==> src/rtl/cpacc_pkg.sv <==
package cpacc_pkg;

    localparam int PMU_REGS  = 4;
    localparam int VCNT_REGS = 3;
    localparam int SEL_W     = PMU_REGS + VCNT_REGS + 1;

    typedef enum logic [1:0] {
        CLS_NONE = 2'd0,
        CLS_PMU  = 2'd1,
        CLS_VCNT = 2'd2,
        CLS_VDBG = 2'd3
    } reg_class_e;

    typedef enum logic [1:0] {
        OUT_NONE   = 2'd0,
        OUT_DATA   = 2'd1,
        OUT_UNDEF  = 2'd2,
        OUT_UNPRED = 2'd3
    } outcome_e;

    typedef struct packed {
        logic             valid;
        logic             grant;
        logic             undef;
        logic             unpred;
        logic             wr_en;
        logic             rd_en;
        logic [SEL_W-1:0] sel;
    } rsp_t;

endpackage

==> src/rtl/cpacc_decode.sv <==
module cpacc_decode
    import cpacc_pkg::*;
#(
    parameter int OP1_W   = 3,
    parameter int CRN_W   = 4,
    parameter int CRM_W   = 4,
    parameter int OP2_W   = 3,
    parameter int GRP_OP1 = 0,
    parameter int GRP_CRN = 15,
    parameter int GRP_CRM = 12,
    parameter int DBG_OP2 = 7
) (
    input  logic             bank,
    input  logic [OP1_W-1:0] op1,
    input  logic [CRN_W-1:0] crn,
    input  logic [CRM_W-1:0] crm,
    input  logic [OP2_W-1:0] op2,
    output reg_class_e       cls,
    output logic [SEL_W-1:0] sel
);

    logic                 base_hit;
    logic [PMU_REGS-1:0]  pm_hit;
    logic [VCNT_REGS-1:0] vc_hit;
    logic                 dbg_hit;

    assign base_hit = (op1 == OP1_W'(GRP_OP1)) &&
                      (crn == CRN_W'(GRP_CRN)) &&
                      (crm == CRM_W'(GRP_CRM));

    // performance-monitor bank: opcode_2 equals the register index
    for (genvar i = 0; i < PMU_REGS; i++) begin : g_pm
        assign pm_hit[i] = base_hit && !bank && (op2 == OP2_W'(i));
    end

    // validation bank: counters start at opcode_2 = 1
    for (genvar i = 0; i < VCNT_REGS; i++) begin : g_vc
        assign vc_hit[i] = base_hit && bank && (op2 == OP2_W'(i + 1));
    end

    assign dbg_hit = base_hit && bank && (op2 == OP2_W'(DBG_OP2));

    assign sel = {dbg_hit, vc_hit, pm_hit};

    always_comb begin
        if (|pm_hit)      cls = CLS_PMU;
        else if (|vc_hit) cls = CLS_VCNT;
        else if (dbg_hit) cls = CLS_VDBG;
        else              cls = CLS_NONE;
    end

endmodule

==> src/rtl/cpacc_perm.sv <==
module cpacc_perm
    import cpacc_pkg::*;
(
    input  reg_class_e cls,
    input  logic       is_write,
    input  logic       priv,
    input  logic       secure,
    input  logic       v_bit,
    input  logic       wr_lock,
    output outcome_e   outcome
);

    logic sec_priv;
    logic locked_wr;
    logic val_allowed;

    assign sec_priv    = priv && secure;
    assign locked_wr   = sec_priv && is_write && wr_lock;
    assign val_allowed = sec_priv || v_bit;

    always_comb begin
        outcome = OUT_NONE;
        case (cls)
            CLS_PMU: begin
                outcome = (priv || v_bit) ? OUT_DATA : OUT_UNDEF;
            end
            CLS_VCNT: begin
                if (locked_wr)        outcome = OUT_UNDEF;
                else if (val_allowed) outcome = OUT_DATA;
                else                  outcome = OUT_UNDEF;
            end
            CLS_VDBG: begin
                if (locked_wr)         outcome = OUT_UNDEF;
                else if (!val_allowed) outcome = OUT_UNDEF;
                else if (is_write)     outcome = OUT_DATA;
                else                   outcome = OUT_UNPRED;
            end
            default: outcome = OUT_NONE;
        endcase
    end

endmodule

==> src/rtl/cpacc_check.sv <==
module cpacc_check
    import cpacc_pkg::*;
#(
    parameter int OP1_W   = 3,
    parameter int CRN_W   = 4,
    parameter int CRM_W   = 4,
    parameter int OP2_W   = 3,
    parameter int GRP_OP1 = 0,
    parameter int GRP_CRN = 15,
    parameter int GRP_CRM = 12,
    parameter int DBG_OP2 = 7
) (
    input  logic             clk,
    input  logic             rst_n,
    input  logic             req_valid,
    input  logic             req_bank,
    input  logic [OP1_W-1:0] req_op1,
    input  logic [CRN_W-1:0] req_crn,
    input  logic [CRM_W-1:0] req_crm,
    input  logic [OP2_W-1:0] req_op2,
    input  logic             req_write,
    input  logic             mode_priv,
    input  logic             world_secure,
    input  logic             user_ok,
    input  logic             sec_wr_lock,
    output logic             rsp_valid,
    output logic             rsp_grant,
    output logic             rsp_undef,
    output logic             rsp_unpred,
    output logic             rsp_wr_en,
    output logic             rsp_rd_en,
    output logic [SEL_W-1:0] rsp_sel
);

    reg_class_e       dec_cls;
    logic [SEL_W-1:0] dec_sel;
    outcome_e         verdict;
    rsp_t             rsp_d;
    rsp_t             rsp_q;

    cpacc_decode #(
        .OP1_W  (OP1_W),
        .CRN_W  (CRN_W),
        .CRM_W  (CRM_W),
        .OP2_W  (OP2_W),
        .GRP_OP1(GRP_OP1),
        .GRP_CRN(GRP_CRN),
        .GRP_CRM(GRP_CRM),
        .DBG_OP2(DBG_OP2)
    ) u_decode (
        .bank(req_bank),
        .op1 (req_op1),
        .crn (req_crn),
        .crm (req_crm),
        .op2 (req_op2),
        .cls (dec_cls),
        .sel (dec_sel)
    );

    cpacc_perm u_perm (
        .cls     (dec_cls),
        .is_write(req_write),
        .priv    (mode_priv),
        .secure  (world_secure),
        .v_bit   (user_ok),
        .wr_lock (sec_wr_lock),
        .outcome (verdict)
    );

    always_comb begin
        rsp_d = '0;
        if (req_valid) begin
            rsp_d.valid = 1'b1;
            case (verdict)
                OUT_DATA: begin
                    rsp_d.grant = 1'b1;
                    rsp_d.wr_en = req_write;
                    rsp_d.rd_en = !req_write;
                    rsp_d.sel   = dec_sel;
                end
                OUT_UNDEF:  rsp_d.undef  = 1'b1;
                OUT_UNPRED: rsp_d.unpred = 1'b1;
                default:    rsp_d        = rsp_d;
            endcase
        end
    end

    always_ff @(posedge clk or negedge rst_n) begin
        if (!rst_n) rsp_q <= '0;
        else        rsp_q <= rsp_d;
    end

    assign rsp_valid  = rsp_q.valid;
    assign rsp_grant  = rsp_q.grant;
    assign rsp_undef  = rsp_q.undef;
    assign rsp_unpred = rsp_q.unpred;
    assign rsp_wr_en  = rsp_q.wr_en;
    assign rsp_rd_en  = rsp_q.rd_en;
    assign rsp_sel    = rsp_q.sel;

    // ---- assertion support, taken straight from the ports ----
    logic a_base, a_pm, a_vc, a_dbg, a_val, a_sp;
    assign a_base = (req_op1 == OP1_W'(GRP_OP1)) && (req_crn == CRN_W'(GRP_CRN)) &&
                    (req_crm == CRM_W'(GRP_CRM));
    assign a_pm   = a_base && !req_bank && (req_op2 < OP2_W'(PMU_REGS));
    assign a_vc   = a_base && req_bank && (req_op2 >= OP2_W'(1)) &&
                    (req_op2 <= OP2_W'(VCNT_REGS));
    assign a_dbg  = a_base && req_bank && (req_op2 == OP2_W'(DBG_OP2));
    assign a_val  = a_vc || a_dbg;
    assign a_sp   = mode_priv && world_secure;

    AST_IDLE_QUIET: assert property (@(posedge clk) disable iff (!rst_n)
        !req_valid |=> (!rsp_valid && !rsp_grant && !rsp_undef && !rsp_unpred && rsp_sel == '0));
    AST_MISS_NO_EFFECT: assert property (@(posedge clk) disable iff (!rst_n)
        (req_valid && !a_pm && !a_val) |=> (rsp_valid && !rsp_grant && !rsp_undef && !rsp_unpred));
    AST_PMU_PRIV_GRANT: assert property (@(posedge clk) disable iff (!rst_n)
        (req_valid && a_pm && mode_priv) |=> rsp_grant);
    AST_PMU_USER_V0: assert property (@(posedge clk) disable iff (!rst_n)
        (req_valid && a_pm && !mode_priv && !user_ok) |=> rsp_undef);
    AST_VAL_V0_BLOCK: assert property (@(posedge clk) disable iff (!rst_n)
        (req_valid && a_val && !user_ok && !a_sp) |=> rsp_undef);
    AST_VAL_V1_GRANT: assert property (@(posedge clk) disable iff (!rst_n)
        (req_valid && a_vc && user_ok && !(a_sp && req_write && sec_wr_lock)) |=> rsp_grant);
    AST_DBG_RD_UNPRED: assert property (@(posedge clk) disable iff (!rst_n)
        (req_valid && a_dbg && !req_write && (user_ok || a_sp)) |=>
        (rsp_unpred && !rsp_rd_en && !rsp_undef && !rsp_grant));
    AST_LOCK_BLOCKS_WR: assert property (@(posedge clk) disable iff (!rst_n)
        (req_valid && a_val && a_sp && req_write && sec_wr_lock) |=> rsp_undef);
    AST_UNDEF_QUIET: assert property (@(posedge clk) disable iff (!rst_n)
        rsp_undef |-> (!rsp_grant && !rsp_wr_en && !rsp_rd_en && rsp_sel == '0));
    AST_SEL_ONEHOT: assert property (@(posedge clk) disable iff (!rst_n)
        $onehot0(rsp_sel));
    AST_GRANT_DIR: assert property (@(posedge clk) disable iff (!rst_n)
        rsp_grant |-> ((rsp_wr_en ^ rsp_rd_en) && $countones(rsp_sel) == 1));

endmodule

==> config.mk <==
export PLATFORM = sky130hd
export DESIGN_NAME = cpacc_check
export DESIGN_NICKNAME = d
export VERILOG_FILES = /design/src/rtl/cpacc_pkg.sv /design/src/rtl/cpacc_decode.sv /design/src/rtl/cpacc_perm.sv /design/src/rtl/cpacc_check.sv
export SDC_FILE = /design/constraint.sdc
export NUM_CORES = 1
export LEC_CHECK = 0
export ABC_AREA = 0
export BUFFER_PORTS_ARGS = -buffer_cell sky130_fd_sc_hd__buf_2
export CAP_MARGIN = 40
export CORE_MARGIN = 5
export CORE_UTILIZATION = 40
export CTS_BUF_LIST = sky130_fd_sc_hd__clkbuf_8
export CTS_CLUSTER_DIAMETER = 80
export DETAILED_ROUTE_END_ITERATION = 8
export PLACE_DENSITY = 0.74
export SYNTH_ARGS = -nofsm -noshare
export SYNTH_HDL_FRONTEND = slang
export SYNTH_SLANG_ARGS = --single-unit
==> constraint.sdc <==
create_clock -name clk -period 1 [get_ports clk]
set_input_delay 0.2 -clock clk [delete_from_list [all_inputs] [get_ports clk]]
set_output_delay 0.2 -clock clk [all_outputs]
set_load 0.005 [all_outputs]
* Word-level counts from Yosys, hierarchy flattened *
Cells that the tools add are included.

storage, ports and cells
  memories = 0
  memory bits (read-only) = 0
  output and inout port bits = 14
  RAM bits = 0
  bits in latches = 0
  register bits = 14
  bits of input ports = 23
  logic and storage cells = 57

cells by class
  div/mod/pow operators = 0
  reductions and logical operators = 23
  bitwise operators = 0
  add/sub/neg operators = 0
  multiply operators = 0
  eq/ne operators = 12
  magnitude comparators = 0
  shift-type cells = 0
  muxes and demuxes = 15

operators by type and width
  kind                                                 number
  two-way mux 2 bit                                    9
  logical AND 1 bit                                    15
  two-way mux 14 bit                                   1
  two-way mux 10 bit                                   1
  equality test 2 bit, second input constant           4
  equality test 4 bit, second input constant           2
  equality test 3 x 2 -> 1 bit, second input constant  2
  zero test 3 bit                                      2
  one-hot mux 2 bit (3 select lines)                   1
  equality test 2 x 1 -> 1 bit, second input constant  2
  OR reduction 4 bit                                   1
  equality test 3 x 1 -> 1 bit, second input constant  1
  equality test 3 bit, second input constant           1
  two-way mux 1 bit                                    3
  OR reduction 3 bit                                   1
  zero test 1 bit                                      2
  logical OR 1 bit                                     2

* Longest topological paths before layout *
Gate-level depths: netlist (run 1).

  depth in word-level cells = 13
  gate-level depth with buffers = 4
  mapped depth without buffers = 4

* Modules after synthesis *
From an unflattened synthesis (run 1), not the netlist that was laid out.

unflattened totals
  cell total of the unflattened synthesis = 61
  area, all modules = 734.5 um2

by module, submodules not included
  module        cells each  area each (um2)  sequential area each (um2)  instances
  cpacc_check   30          505.5            350.3                       1
  cpacc_decode  24          176.4            0.0                         1
  cpacc_perm    7           52.6             0.0                         1

* Worst setup path before layout (run 1) *
No wires, ideal clock.

  kind = input to register
  from = input port req_op1[1]
  to = register rsp_q (netlist bit rsp_wr_en)
  setup time = 0.104 ns
  stages on the path = 4
  arrival time = 1.563 ns
  required time = 0.896 ns
  path buffers = 0
  slack = -0.667 ns
  cells stage by stage = or4b_4 > nor4_4 > nand4bb_2 > a221oi_1

RTL lines
  item                  RTL line           text
  start, declared       cpacc_check.sv:17  input logic [OP1_W-1:0] req_op1,
  end signal, assigned  cpacc_check.sv:90  else rsp_q <= rsp_d;
  end, declared         cpacc_check.sv:39  rsp_t rsp_q;

==> metrics.txt, run 1 <==
register area=350.3 µm²; gpl congestion=0.8124; Critical Path Start Type=primary input; Cell Area, Placed=968.4 µm²; Hold/Removal Path Class=in2reg; count of final setup violators=13; clk slew on worst S/H paths=0.05 ns; slew margin rel.=75.83%; sequential area share after synthesis=55.34%; Post-Syn Instances=57; vias in the first global route=653; initial antenna violation count=0; CTS Buf Count=3; fmax=697.8 MHz; Rows=14; post-DP HPWL=1.364 mm; final hold violations=0; drt drc=0; chip width=49.79 µm; clock buffer depth=2; fill count=105; #FFs+latches synth=14; main combinational cell family by area after synthesis=simple AND/OR/NAND/NOR gates; core region area=1506 µm²; crit end category=flop; Tmin final=1.433 ns; Max Cap Viol=0; GR Overflow Total=0; H-tree depth=1; Met3 Wirelength=147 µm; Core Util, Final=71.18%; Synth Area in Compound Gates=14.43%; syn_area_per_cell=11.11 µm²; largest net degree at the start of global routing=15; CTS Root Cell=clkbuf_8; P_leak=0.5497 nW; Die Ht=49.79 µm; First-pass DRT Iterations=4; VDD IR max=0.5388 mV; pwr dens=1100 nW/µm²; Syn Nets=80; pre-CTS WS=-0.7292 ns; kind of critical path=in2reg; share of cells above drive strength 1=58.97%; Initial Util=42.03%; Starting DRT DRC Count=4; Layout area overhead=69.37%; CP Max Fanout=6; I/O Buffers=36; WL final=1.622 mm; yosys warns=0; failing checks=setup timing; post-synthesis adder-cell area fraction=0%; CTS tree=done; Multi-input gate area=310.3 µm²; final net count=142; Final Worst Setup Slack=-0.4331 ns; post-DR vias/cell=5.135; status=finished with violations; # IOs=37; post-route cell area=1072 µm²; die area=2479 µm²; routed len/inst=12.20 µm; Tcrit/Tclk final=143.3%; routed length on met1=656 µm; RSZ-0062 raised after global routing=true; Data required, critical path=1.14 ns; CTS Sinks=14; Synth Area in XOR/XNOR=0%; Critical Path AT=1.57 ns; Detail Route Antenna Nets=0; first-pass GRT wire length=2.725 mm; Sum Neg Setup Slack=-4.580 ns; Mapped Area=633.1 µm²; post-synthesis simple-gate area fraction=29.64%; Hold Path Stages=2; Total GRT Usage=13.98%; Least-Margin Pin Slew=0.3574 ns; Top Layer Used=met4; Unique masters post-synth=22; n_diodes=0; max-slew violations=0; mux contribution to synthesized area=0%; WL met2=804 µm; via total after detailed routing=683
==> cells in the mapped netlist (all sizes together) <==
| master | number | area, µm² |
|---|---|---|
| a211oi | 1 | 7.510 |
| a21boi | 1 | 7.510 |
| a21oi | 5 | 25.02 |
| a221oi | 1 | 8.760 |
| a41o | 1 | 10.01 |
| dfrtp | 14 | 350.3 |
| inv | 1 | 3.750 |
| nand2 | 6 | 22.52 |
| nand2b | 2 | 12.51 |
| nand3 | 2 | 10.01 |
| nand4 | 2 | 12.51 |
| nand4bb | 1 | 16.27 |
| nor2 | 4 | 15.01 |
| nor3 | 5 | 25.02 |
| nor4 | 2 | 27.53 |
| nor4b | 3 | 26.28 |
| o2111ai | 2 | 17.52 |
| o211ai | 1 | 7.510 |
| o21bai | 1 | 7.510 |
| or2 | 1 | 6.260 |
| or4b | 1 | 13.76 |
==> worst max-delay path, cell delays in order <==
cell and delay, ns:
buf_6 0.09, or4b_4 0.54, nor4_4 0.19, nand4bb_2 0.25, a221oi_2 0.31
==> layout by cell type, fill, tap and decap left out <==
cell / n
nor3_2: 2
o21bai_1: 1
o2111ai_1: 2
dlygate4sd3_1: 1
buf_6: 1
nor4_2: 1
nand2_1: 5
nand4bb_2: 1
clkbuf_8: 3
or2_2: 1
nor4b_2: 1
nand2b_1: 2
nand4_1: 2
a21boi_0: 1
inv_1: 1
or4b_4: 1
a211oi_1: 1
nor2_1: 4
a21oi_1: 5
nor4b_1: 2
a41o_1: 1
buf_4: 20
nor4_4: 1
nand2_2: 1
nor3_1: 3
nand3_1: 2
buf_2: 35
o211ai_1: 1
a221oi_2: 1
dfrtp_1: 14
==> timing repair <==
action                                  in CTS  in global routing
hold buffers                                 1                  0
endpoints found under the hold margin       14                  0
buffers inserted                             2                  0
resized for setup                            7                  0
pin swaps                                    4                  3
cloned                                       0                  0
endpoints found under the setup margin      13                 13
==> per-layer routing <==
layer	vias to the layer above	track usage, %
li1	340	-
met5	-	0
met2	28	23.94
met3	2	3.313
met1	313	16.70
met4	0	5.240
==> kinds of logic (layout without fill, tap and decap cells) <==
kind of cell / Yosys count / count (layout)
DFF: 14 / 14
buffers and inverters: 1 / 61
and+or+nand+nor: 29 / 29
AOI/OAI and AO/OA: 13 / 13
==> final timing paths <==
check                      startpoint                    to  slack [ns]
max                        req_op1[1]   rsp_wr_en$_DFF_PN0_       -0.43
min                         req_valid   rsp_valid$_DFF_PN0_        0.22
max in group asynchronous       rst_n   rsp_grant$_DFF_PN0_        0.41
min in group asynchronous       rst_n  rsp_sel[0]$_DFF_PN0_        0.37
==> stage by stage <==
| step | hold slack (ns) | std cells | total power, mW |
|---|---|---|---|
| floorplan | -0.09559 | 57 | 0.6197 |
| global placement | 0.09590 | 127 | 0.7488 |
| detailed placement | 0.09955 | 127 | 0.7515 |
| CTS | 0.2137 | 133 | 1.186 |
| global route | 0.2197 | 133 | 1.232 |
| finish | 0.2193 | 133 | 1.180 |
==> power by group <==
part / total, mW / leakage, nW / switching, mW / internal [mW]
sequential: 0.570 / 0.193 / 0.000313 / 0.569
clock: 0.428 / 0.0216 / 0.164 / 0.264
combinational: 0.182 / 0.335 / 0.0823 / 0.0994
total: 1.18 / 0.550 / 0.246 / 0.933
==> sequential cells by signal, summed over array words and instances, names as in the netlist <==
name and flops:
rsp_grant 1, rsp_rd_en 1, rsp_sel 8, rsp_undef 1
rsp_unpred 1, rsp_valid 1, rsp_wr_en 1
==> final cells by class <==
| class | instances | area share (%) |
|---|---|---|
| sequential | 14 | 32.67 |
| multi-input combinational | 42 | 28.94 |
| timing repair buffer | 57 | 32.32 |
| clock buffer | 3 | 3.851 |
| inverter | 1 | 0.3501 |
| tap | 16 | 1.867 |
Power figures use the tool's default switching activity.
==> inputs of run 2 (changes only) <==
--- a/config.mk
+++ b/config.mk
@@ -5,7 +5,7 @@
 export SDC_FILE = /design/constraint.sdc
 export NUM_CORES = 1
 export LEC_CHECK = 0
-export ABC_AREA = 0
+export ABC_AREA = 1
 export BUFFER_PORTS_ARGS = -buffer_cell sky130_fd_sc_hd__buf_2
 export CAP_MARGIN = 40
 export CORE_MARGIN = 5
@@ -13,7 +13,7 @@
 export CTS_BUF_LIST = sky130_fd_sc_hd__clkbuf_8
 export CTS_CLUSTER_DIAMETER = 80
 export DETAILED_ROUTE_END_ITERATION = 8
-export PLACE_DENSITY = 0.74
+export PLACE_DENSITY = 0.71
 export SYNTH_ARGS = -nofsm -noshare
 export SYNTH_HDL_FRONTEND = slang
 export SYNTH_SLANG_ARGS = --single-unit
==> run 2 against run 1 <==
  * The flow still finishes with violations (setup timing)
  * Area after synthesis rose by 18%
  * Non-clock buffer count is 1 lower
  * Clock-buffer cell count did not move
  * Sequential power hardly changed
  * Die area increased by 14%
  * Via count grew 8.5%
  * Hold slack worse by 0.10 ns
  * First-iteration DRC count fell by 75%
  * Synthesized cell count rose by 53%
  * Routed wire length is 9.1% higher
  * Flip-flop and latch count unchanged
  * Core utilization is 0.43 points higher
==> metrics.txt, run 2 <==
status=finished with violations; failing checks=setup timing; max reg flops=8 (unchanged); CP max stage delay=0.17 ns (-0.37 ns); first-pass GRT wire length=3.008 mm (+10%); count of final setup violators=13 (unchanged); final non-filler cell total=170 (+28%); chip width=53.22 µm (+6.9%); dpl cells=163 (+28%); commonest non-fill, non-tap cell in the layout=buf_2; main combinational cell family by area after synthesis=simple AND/OR/NAND/NOR gates; asr flop ratio synth=100.0% (unchanged); via total after detailed routing=741 (+8.5%); Hold Slack=0.1182 ns (-0.1011 ns); commonest cells after routing, fill and taps aside=29 x buf_2, 20 x buf_4, 15 x nor2_2; First-pass DRT Iterations=4 (unchanged); gpl congestion=0.8196 (+0.89%); Detail Route Antenna Nets=0 (unchanged); slowest cell on the critical path=nor2_4; CP Max Fanout=11 (+5); Synth Area in Compound Gates=4.523% (-9.9 points); CTS Buf Count=3 (unchanged); CP most frequent cell=nor2_2; kind of critical path=in2reg; Cell Int Power=0.9284 mW (-0.53%); family with the most delay on the worst path=simple AND/OR/NAND/NOR gates; sequential area share after synthesis=46.90% (-8.4 points); Unique masters post-synth=16 (-27%); Gate power share=15.2% (-0.2 points); post-synth top area share=46.90% (-8.4 points); CP Cell Sequence=buf_8 -> clkinv_8 -> nand2_2 -> nor2_2 -> nand3_2 -> nor2_4 -> o31ai_4 -> nor2_2 -> nor2_1 -> nor2_4 -> nand3_2 -> buf_12 -> nor2_2; Die Ht=53.22 µm (+6.9%); vias in the first global route=752 (+15%); P_leak=0.6850 nW (+25%); number of synthesized flops with an enable pin=0 (unchanged); n_diodes=0 (unchanged); WL final=1.769 mm (+9.1%); RSZ-0062 raised after global routing=true; H-tree depth=1 (unchanged); Clock power frac=36.6% (+0.3 points); post-synthesis adder-cell area fraction=0% (unchanged); Multi-input gate area=370.4 µm² (+19%); Tmin final=1.432 ns (-0.001121 ns); post-synthesis simple-gate area fraction=39.53% (+9.9 points); slew margin rel.=79.60% (+3.8 points); switch share=21.42% (+0.53 points); Rows=15 (+1); Least-Margin Pin Slew=0.3044 ns (-0.05305 ns); synth top area cells=dfrtp_1 47%, nor2_2 13%, nand2_1 9.0%; Hold/Removal Path Class=in2reg; #FFs+latches synth=14 (unchanged); syn_area_per_cell=8.586 µm² (-23%); GR Overflow Total=0 (unchanged); Core Util, Final=71.61% (+0.43 points); Final Worst Setup Slack=-0.4320 ns (+0.001121 ns); Sum Neg Setup Slack=-4.707 ns (-0.1269 ns); Top FF cell, synth=dfrtp_1; largest net degree at the start of global routing=15 (unchanged); post-DP HPWL=1.349 mm (-1.1%); register area=350.3 µm² (unchanged); Sw Pwr=0.2530 mW (+2.7%); post-route cell area=1250 µm² (+17%); Post-Syn Instances=87 (+53%); most frequent cell after synthesis=nand2_1; core region area=1745 µm² (+16%); clock buffer depth=2 (unchanged); Max Cap Viol=0 (unchanged); crit end category=flop; clk slew on worst S/H paths=0.05 ns (about the same); # IOs=37 (unchanged); CTS tree=done; Syn Nets=110 (+38%); I/O Buffers=36 (unchanged); yosys warns=0 (unchanged); sequential share of power=48.3% (about the same); mux contribution to synthesized area=0% (unchanged); sum of buffers and inverters on the critical path=3 (+2); drt drc=0 (unchanged); die area=2832 µm² (+14%); share of cells above drive strength 1=68.28% (+9.3 points); initial antenna violation count=0 (unchanged); fmax=698.3 MHz (about the same); fill count=145 (+38%); Layout area overhead=67.34%; Critical Path AT=1.60 ns (+0.03 ns); final hold violations=0 (unchanged); pwr dens=945.1 nW/µm² (-14%); post-DR vias/cell=4.359 (-15%); Initial Util=42.80% (+0.77 points); CTS Root Cell=clkbuf_8; synth cell count leaders=18 x nand2_1, 16 x nor2_2, 14 x dfrtp_1, 12 x inv_1; Critical Path Start Type=primary input; Power, Total=1.181 mW (+0.14%); Synth Area in XOR/XNOR=0% (unchanged); Starting DRT DRC Count=1 (-3); Cell Area, Placed=1097 µm² (+13%); Total GRT Usage=14.91% (+0.93 points); top cell type by total area after synthesis=dfrtp_1; final net count=170 (+20%); Tcrit/Tclk final=143.2% (about the same); max-slew violations=0 (unchanged); CTS Sinks=14 (unchanged); pre-CTS WS=-0.6357 ns (+0.09355 ns); routed len/inst=10.41 µm (-15%); VDD IR max=0.5608 mV (+4.1%); Mapped Area=747.0 µm² (+18%); Data required, critical path=1.17 ns (+0.03 ns)
[run 2: power by group through the flow]
| stage | registers [mW] | logic [mW] | clock network (mW) |
|---|---|---|---|
| after floorplan | 0.580 | 0.0503 | 0 |
| after CTS | 0.570 | 0.174 | 0.446 |
| final | 0.570 | 0.179 | 0.432 |
| after global placement | 0.579 | 0.155 | 0 |
| after detailed placement | 0.579 | 0.159 | 0 |
| after global routing | 0.570 | 0.198 | 0.484 |
[run 2: worst paths after layout]
path	end	startpoint	cells after the start	slack [ns]
hold / removal	rsp_valid$_DFF_PN0_	req_valid	1	0.12
min in group asynchronous	rsp_sel[2]$_DFF_PN0_	rst_n	2	0.38
max in group asynchronous	rsp_valid$_DFF_PN0_	rst_n	2	0.39
setup / recovery	rsp_sel[1]$_DFF_PN0_	req_op1[2]	13	-0.43
[run 2: cell type report]
| type | instances | area share (%) |
|---|---|---|
| timing repair buffer | 56 | 30.83 |
| multi-input combinational | 57 | 29.63 |
| sequential | 14 | 28.03 |
| inverter | 15 | 5.706 |
| clock buffer | 3 | 3.303 |
| tap | 25 | 2.503 |
[run 2: timing repair]
item	in CTS	in global routing
setup endpoints to repair	13	13
pin swaps	0	8
hold buffers	1	0
endpoints found under the hold margin	14	0
setup buffers	4	2
resized for setup	9	10
[run 2: cell families (layout without fill, tap and decap cells)]
family,Yosys count,in the layout
AOI/OAI and AO/OA,3,3
and+or+nand+nor,54,54
DFF,14,14
buffers and inverters,16,74
[run 2: layer usage]
| layer | track usage (%) | part of all wire (%) | routed length, µm |
|---|---|---|---|
| met1 | 13.74 | 35 | 620 |
| met2 | 28.57 | 52 | 924 |
| met3 | 3.380 | 8.5 | 150 |
| met4 | 9.362 | 4.1 | 73 |
| met5 | 0 | 0 | 0 |
